===== config.mk =====
export PLATFORM = sky130hd
export DESIGN_NAME = csc_matrix
export DESIGN_NICKNAME = d
export VERILOG_FILES = /design/src/rtl/csc_pkg.sv /design/src/rtl/csc_lane.sv /design/src/rtl/csc_sat.sv /design/src/rtl/csc_matrix.sv
export SDC_FILE = /design/constraint.sdc
export NUM_CORES = 2
export LEC_CHECK = 0
export ABC_CLOCK_PERIOD_IN_PS = 26300
export BUFFER_PORTS_ARGS = -buffer_cell sky130_fd_sc_hd__buf_2
export CORE_ASPECT_RATIO = 2
export CORE_MARGIN = 8
export CORE_UTILIZATION = 60
export CTS_BUF_LIST = sky130_fd_sc_hd__clkbuf_8
export CTS_CLUSTER_DIAMETER = 100
export CTS_CLUSTER_SIZE = 28
export DETAILED_ROUTE_END_ITERATION = 16
export PLACE_DENSITY = 0.85
export SYNTH_ARGS = -nofsm -noshare
export SYNTH_HDL_FRONTEND = slang
export SYNTH_SLANG_ARGS = --single-unit

===== constraint.sdc =====
create_clock -name clk -period 26.3 [get_ports clk]
set_input_delay 6.575 -clock clk [delete_from_list [all_inputs] [get_ports clk]]
set_output_delay 6.575 -clock clk [all_outputs]
set_load 0.02 [all_outputs]

===== src/rtl/csc_pkg.sv =====
// Package: shared types and helpers for the colour matrix converter.
// Assumes: range setting is two bits wide; value 3 is reserved.
package csc_pkg;

    typedef enum logic [1:0] {
        SCALE_X1  = 2'd0,
        SCALE_X2  = 2'd1,
        SCALE_X4  = 2'd2,
        SCALE_RSV = 2'd3
    } csc_scale_e;

    // Map the range setting to a left-shift amount; reserved acts as x4.
    function automatic logic [1:0] scale_shift(input logic [1:0] mode);
        case (csc_scale_e'(mode))
            SCALE_X1: scale_shift = 2'd0;
            SCALE_X2: scale_shift = 2'd1;
            default:  scale_shift = 2'd2;
        endcase
    endfunction

endpackage


===== src/rtl/csc_lane.sv =====
// Module: one output lane of the matrix. Stage 1 registers the three
// products together with the lane offset and shift taken on the same
// cycle. Stage 2 sums them, adds the offset in fixed point and scales.
// Assumes: pixels are unsigned, coefficients and offset two's complement.
module csc_lane #(
    parameter int DATA_W = 12,
    parameter int COEF_W = 13,
    parameter int FRAC_W = 12,
    parameter int ACC_W  = DATA_W + COEF_W + 5
) (
    input  logic                            clk,
    input  logic                            rst_n,
    input  logic                            ld1,
    input  logic                            ld2,
    input  logic [2:0][DATA_W-1:0]          pix,
    input  logic [2:0][COEF_W-1:0]          coef,
    input  logic [COEF_W-1:0]               offs,
    input  logic [1:0]                      shift,
    output logic signed [ACC_W-1:0]         acc_q
);
    localparam int PROD_W = DATA_W + 1 + COEF_W;

    logic signed [PROD_W-1:0] prod_q [3];
    logic signed [COEF_W-1:0] offs_q;
    logic [1:0]               shift_q;
    logic signed [ACC_W-1:0]  sum_c;

    // Stage 1: capture products and the matching offset/shift snapshot.
    always_ff @(posedge clk) begin
        if (!rst_n) begin
            for (int k = 0; k < 3; k++) prod_q[k] <= '0;
            offs_q  <= '0;
            shift_q <= '0;
        end else if (ld1) begin
            for (int k = 0; k < 3; k++)
                prod_q[k] <= $signed({1'b0, pix[k]}) * $signed(coef[k]);
            offs_q  <= $signed(offs);
            shift_q <= shift;
        end
    end

    // Sum the products and the offset placed at the binary point.
    always_comb begin
        sum_c = ACC_W'(prod_q[0]) + ACC_W'(prod_q[1]) + ACC_W'(prod_q[2])
              + (ACC_W'(offs_q) <<< FRAC_W);
    end

    // Stage 2: apply the range scale and hold the accumulator.
    always_ff @(posedge clk) begin
        if (!rst_n) acc_q <= '0;
        else if (ld2) acc_q <= sum_c <<< shift_q;
    end

endmodule


===== src/rtl/csc_sat.sv =====
// Module: rounds a fixed-point accumulator to the nearest code (half up)
// and clamps it to the unsigned output range, then registers it.
// Assumes: the accumulator has FRAC_W fractional bits and cannot wrap.
module csc_sat #(
    parameter int DATA_W = 12,
    parameter int FRAC_W = 12,
    parameter int ACC_W  = 30
) (
    input  logic                     clk,
    input  logic                     rst_n,
    input  logic                     ld,
    input  logic signed [ACC_W-1:0]  acc,
    output logic [DATA_W-1:0]        pix_q
);
    localparam int RW = ACC_W + 1;
    localparam logic signed [RW-1:0] HALF  = RW'(1) <<< (FRAC_W - 1);
    localparam logic signed [RW-1:0] MAXV  = RW'((1 << DATA_W) - 1);

    logic signed [RW-1:0] rnd_c;
    logic [DATA_W-1:0]    sat_c;

    // Round half up, then clamp to 0..2^DATA_W-1.
    always_comb begin
        rnd_c = (RW'(acc) + HALF) >>> FRAC_W;
        if (rnd_c < 0)          sat_c = '0;
        else if (rnd_c > MAXV)  sat_c = '1;
        else                    sat_c = rnd_c[DATA_W-1:0];
    end

    // Output register: loads only for valid pixels.
    always_ff @(posedge clk) begin
        if (!rst_n) pix_q <= '0;
        else if (ld) pix_q <= sat_c;
    end


    sat_low_chk: assert property (@(posedge clk) disable iff (!rst_n)
        (ld && acc < 0) |=> (pix_q == '0));


    sat_high_chk: assert property (@(posedge clk) disable iff (!rst_n)
        (ld && acc >= ((ACC_W'((1 << DATA_W) - 1) <<< FRAC_W) + ACC_W'(HALF)))
        |=> (pix_q == '1));

endmodule


===== src/rtl/csc_matrix.sv =====
// Module: top of the programmable 3x3 colour matrix with offsets.
// Three lanes compute in parallel; the valid flag follows a 3-stage delay.
// Assumes: coefficient inputs are sampled with each accepted pixel.
module csc_matrix #(
    parameter int DATA_W = 12,
    parameter int COEF_W = 13,
    parameter int FRAC_W = 12
) (
    input  logic                            clk,
    input  logic                            rst_n,
    input  logic                            in_valid_i,
    input  logic [2:0][DATA_W-1:0]          pix_i,
    input  logic [2:0][2:0][COEF_W-1:0]     mult_coef_i,
    input  logic [2:0][COEF_W-1:0]          offs_coef_i,
    input  logic [1:0]                      range_mode_i,
    output logic                            out_valid_o,
    output logic [2:0][DATA_W-1:0]          pix_o
);
    import csc_pkg::*;

    localparam int ACC_W = DATA_W + COEF_W + 5;

    logic       v1_q, v2_q;
    logic [1:0] shift_c;
    logic [1:0] age_q;

    assign shift_c = scale_shift(range_mode_i);

    // Valid pipeline: stage flags matching the datapath registers.
    always_ff @(posedge clk) begin
        if (!rst_n) begin
            v1_q        <= 1'b0;
            v2_q        <= 1'b0;
            out_valid_o <= 1'b0;
        end else begin
            v1_q        <= in_valid_i;
            v2_q        <= v1_q;
            out_valid_o <= v2_q;
        end
    end

    // Cycles since reset, saturating, used only to qualify the delay check.
    always_ff @(posedge clk) begin
        if (!rst_n) age_q <= '0;
        else if (age_q != 2'd3) age_q <= age_q + 2'd1;
    end

    for (genvar j = 0; j < 3; j++) begin : g_lane
        logic signed [ACC_W-1:0] acc;

        csc_lane #(.DATA_W(DATA_W), .COEF_W(COEF_W), .FRAC_W(FRAC_W), .ACC_W(ACC_W)) u_lane (
            .clk   (clk),
            .rst_n (rst_n),
            .ld1   (in_valid_i),
            .ld2   (v1_q),
            .pix   (pix_i),
            .coef  (mult_coef_i[j]),
            .offs  (offs_coef_i[j]),
            .shift (shift_c),
            .acc_q (acc)
        );

        csc_sat #(.DATA_W(DATA_W), .FRAC_W(FRAC_W), .ACC_W(ACC_W)) u_sat (
            .clk   (clk),
            .rst_n (rst_n),
            .ld    (v2_q),
            .acc   (acc),
            .pix_q (pix_o[j])
        );
    end


    valid_delay_chk: assert property (@(posedge clk) disable iff (!rst_n)
        (age_q == 2'd3) |-> (out_valid_o == $past(in_valid_i, 3)));


    hold_idle_chk: assert property (@(posedge clk) disable iff (!rst_n)
        !v2_q |=> ($stable(pix_o) && !out_valid_o));

endmodule


==> out/qor_table.md <==
| Quantity | Reported |
| --- | --- |
| Run status | complete, but fails checks |
| Failing checks | design-rule violations |
| Path depth of the worst reg2reg path | 20 |
| DRT Wirelength | 190 mm |
| Launching element type of the critical path | primary input |
| Number of cells upsized or downsized after cts | 0 |
| Leading cell types by total area after synthesis | fa_1 (31%), ha_1 (18%), edfxtp_1 (10%) |
| Area share of the leading cell type in the synthesized netlist | 0.308 |
| Area of the die | 128000 um2 |
| Iteration count of the initial detailed-routing pass | 14 |
| Syn nets | 9747 |
| Number of hold buffers added after cts | 0 |
| Via Count | 53000 |
| Detail Placement HPWL | 154 mm |
| Initial standard-cell utilization of the core | 0.604 |
| Worst Setup Slack post-DPL | 13.02 ns |
| Critical path peak fanout | 39 |
| Number of synthesized flops with an enable pin | 234 |
| Highest cell delay on the worst timing path | 0.67 ns |
| FP Rows | 176 |
| Series of cell instances along the critical path | buf_2, nand2_1, fa_1, fa_1, inv_1, fa_1, fa_1, fa_1, fa_1, ha_1, and2_1, a221oi_1, a21boi_0, nor3_1, nor3_1, a2111oi_1, o21ai_0, xnor2_1, nor2_1 |
| Share of the yosys chip area belonging to registers | 0.141 |
| Most area-hungry cell type in the Yosys netlist | fa_1 |
| Final weighted congestion of routability-driven global placement | 0.981 |
| Syn Inst Count | 7498 |
| Total global routing track utilization | 0.296 |
| CTS Buf Count | 17 |
| Most frequent cell on the critical path | fa_1 |
| Leading cell type by number of instances after synthesis | inv_1 |
| Number of setup buffers added after CTS | 0 |
| Main synth FF type | edfxtp_1 |
| CTS sink cnt | 371 |
| Routed wire length per instance | 21.2 um |
| Placeable Area | 115000 um2 |
| CTS max path bufs | 3 |
| H-Tree Level Count | 1 |
| Number of global-route vias before repair | 58400 |
| Synthesized area per cell | 9.26 um2 |
| Levels on crit path | 19 |
| Hold wc startpoint | g_lane[0].u_sat.pix_q[9] |
| Max-cap check violation count | 0 |
| Top-level I/O count | 234 |
| Total Negative Setup Slacks | 0 ns |
| Slack of the critical path | 13.61 ns |
| Worst hold path class | flip-flop to flip-flop |
| Number of buffers inserted by port buffering | 233 |
| CP Buf/Inv Count | 2 |
| Pin count of the biggest net entering global routing | 84 |
| Post-synth cell types | 73 |
| Remaining antenna violation count | 0 |
| Number of flip-flops and latches in the synthesized netlist | 371 |
| Arrival @ worst endpoint | 13.09 ns |
| Max-slew violation total from the final report | 0 |
| Finish-stage setup viols | 0 |
| Maximum achievable frequency | 78.8 MHz |
| RSZ-0062 raised after global routing | no |
| Worst flop-to-flop path startpoint | g_lane[0].u_lane.prod_q[0][3] |
| Mapped Area | 69500 um2 |
| Async S/R FF share, synth | 0 |
| Fraction of final layout cells with drive strength greater than 1 | 0.0420 |
| Global-route wire length before repair | 302 mm |
| Period utilisation layout | 0.483 |
| Tightest slew margin relative to the limit | 0.181 |
| Required time of the worst setup path | 26.70 ns |
| Worst Tran Pin Value | 1.20 ns |
| Layout-stage area growth over the synthesis result | 3.27% |
| Crit-path leading delay family | adder cells |
| Vert. Die Dim | 497 um |
| Launch point of the critical path | pix_i[20] |
| Worst slack on hold paths | 0.471 ns |
| Ranking of synthesized cells by instance count | inv_1 (1200), fa_1 (1068), ha_1 (984) |
| Worst Clk Skew | 0.0523 ns |
| Number of DRC violations after detailed routing | 2 |
| Critical path endpoint category | flip-flop |
| Cell with the biggest individual delay on the critical path | buf_2 |
| Horizontal extent of the die | 257 um |
| Number of synthesis warnings | 0 |
| Critical path start-end classification | primary input to flip-flop |
| CTS clk-pin slew, worst paths | 0.17 ns |
| Clock period minus final worst setup slack | 12.69 ns |
| Final Hold Fails | 0 |
| Clock root buffer | clkbuf_8 |
| Worst skew pair latency | 0.68 ns |
| TritonCTS clock tree | yes |
| Number of antenna violations at the first check in global routing | 31 |
| Hold path depth | 1 |
| Per-cell via count in the routed design | 5.91 |
| Total number of nets in the final design | 9670 |
| Global route overflow | 0 |
| Drt first-iter violations | 3130 |
## layout make-up
| cell class | instances | area [um2] |
|---|---|---|
| inverter | 1203 | 4520 |
| sequential | 371 | 9770 |
| antenna | 16 | 40.0 |
| clock buffer | 17 | 234 |
| multi-input combinational | 5575 | 53900 |
| clock inverter | 9 | 76.3 |
| fill | 9437 | 43200 |
| timing repair buffer | 253 | 1320 |
| tap | 1513 | 1890 |
## placed cells by master, fill, tap and decap left out, types with 21 or more instances in the layout
master    synthesis  final
or3_1            24     24
o211ai_1         31     31
o21a_1           51     51
a21o_1           93     93
inv_1          1200   1205
nor3_1           74     74
and3_1           86     86
and2_1          607    607
a31oi_1          35     35
nor2b_1         106    106
nand2b_1        115    114
buf_4             0     21
dfxtp_1         137    134
fa_1           1068   1068
nand3_1          61     61
o21ai_0         148    148
xor2_1          110    110
edfxtp_1        234    234
xnor2_1         136    136
a211oi_1         37     37
a21oi_1         226    226
mux2i_1         101    101
ha_1            984    984
nand2_1         855    854
buf_2             0    232
nor2_1          354    353
## stage by stage
stage               cells  instance area [um2]  utilization
finish               8957                71700        0.624
detailed placement   8915                71400        0.621
floorplan            7498                69500            -
global placement     8915                71400        0.621
global route         8948                71700        0.624
CTS                  8941                71700        0.624
## sequential cells by signal, summed over array words and instances, names as in the netlist
signal	flops
v2_q	1
g_lane.u_lane.prod_q	234
g_lane.u_lane.offs_q	39
out_valid_o	1
g_lane.u_lane.shift_q	2
v1_q	1
g_lane.u_sat.pix_q	36
g_lane.u_lane.acc_q	57
## worst paths after layout
path	slack, ns	endpoint
worst max register to register	20.23	g_lane[0].u_lane.acc_q[27]
worst max-delay path	13.61	g_lane[2].u_lane.prod_q[0][51]
worst min register to register	0.47	g_lane[0].u_sat.pix_q[9]
worst min-delay path	0.47	g_lane[0].u_sat.pix_q[9]
## routing by layer
layer | part of all wire | wire (um) | global-route usage
met5 | 0.00094 | 178 | 0
met1 | 0.34 | 63900 | 0.301
met4 | 0.094 | 17800 | 0.238
met2 | 0.51 | 96300 | 0.533
met3 | 0.060 | 11400 | 0.0465
## kinds of logic (layout without fill, tap and decap cells)
kind of cell / after synthesis / in the layout / share of synthesized area
xor+xnor: 246 / 246 / 0.0310
buf+inv: 1552 / 1482 / 0.0839
fa+ha+maj: 2052 / 2052 / 0.485
mux: 112 / 112 / 0.0163
flops: 371 / 371 / 0.141
simple gates: 2365 / 2365 / 0.168
other cells: 0 / 16 / 0
compound gates: 800 / 800 / 0.0751
Power is left out: the tool's default activity adds up to more than one toggle a clock period on the data nets, which glitch-free logic cannot reach.
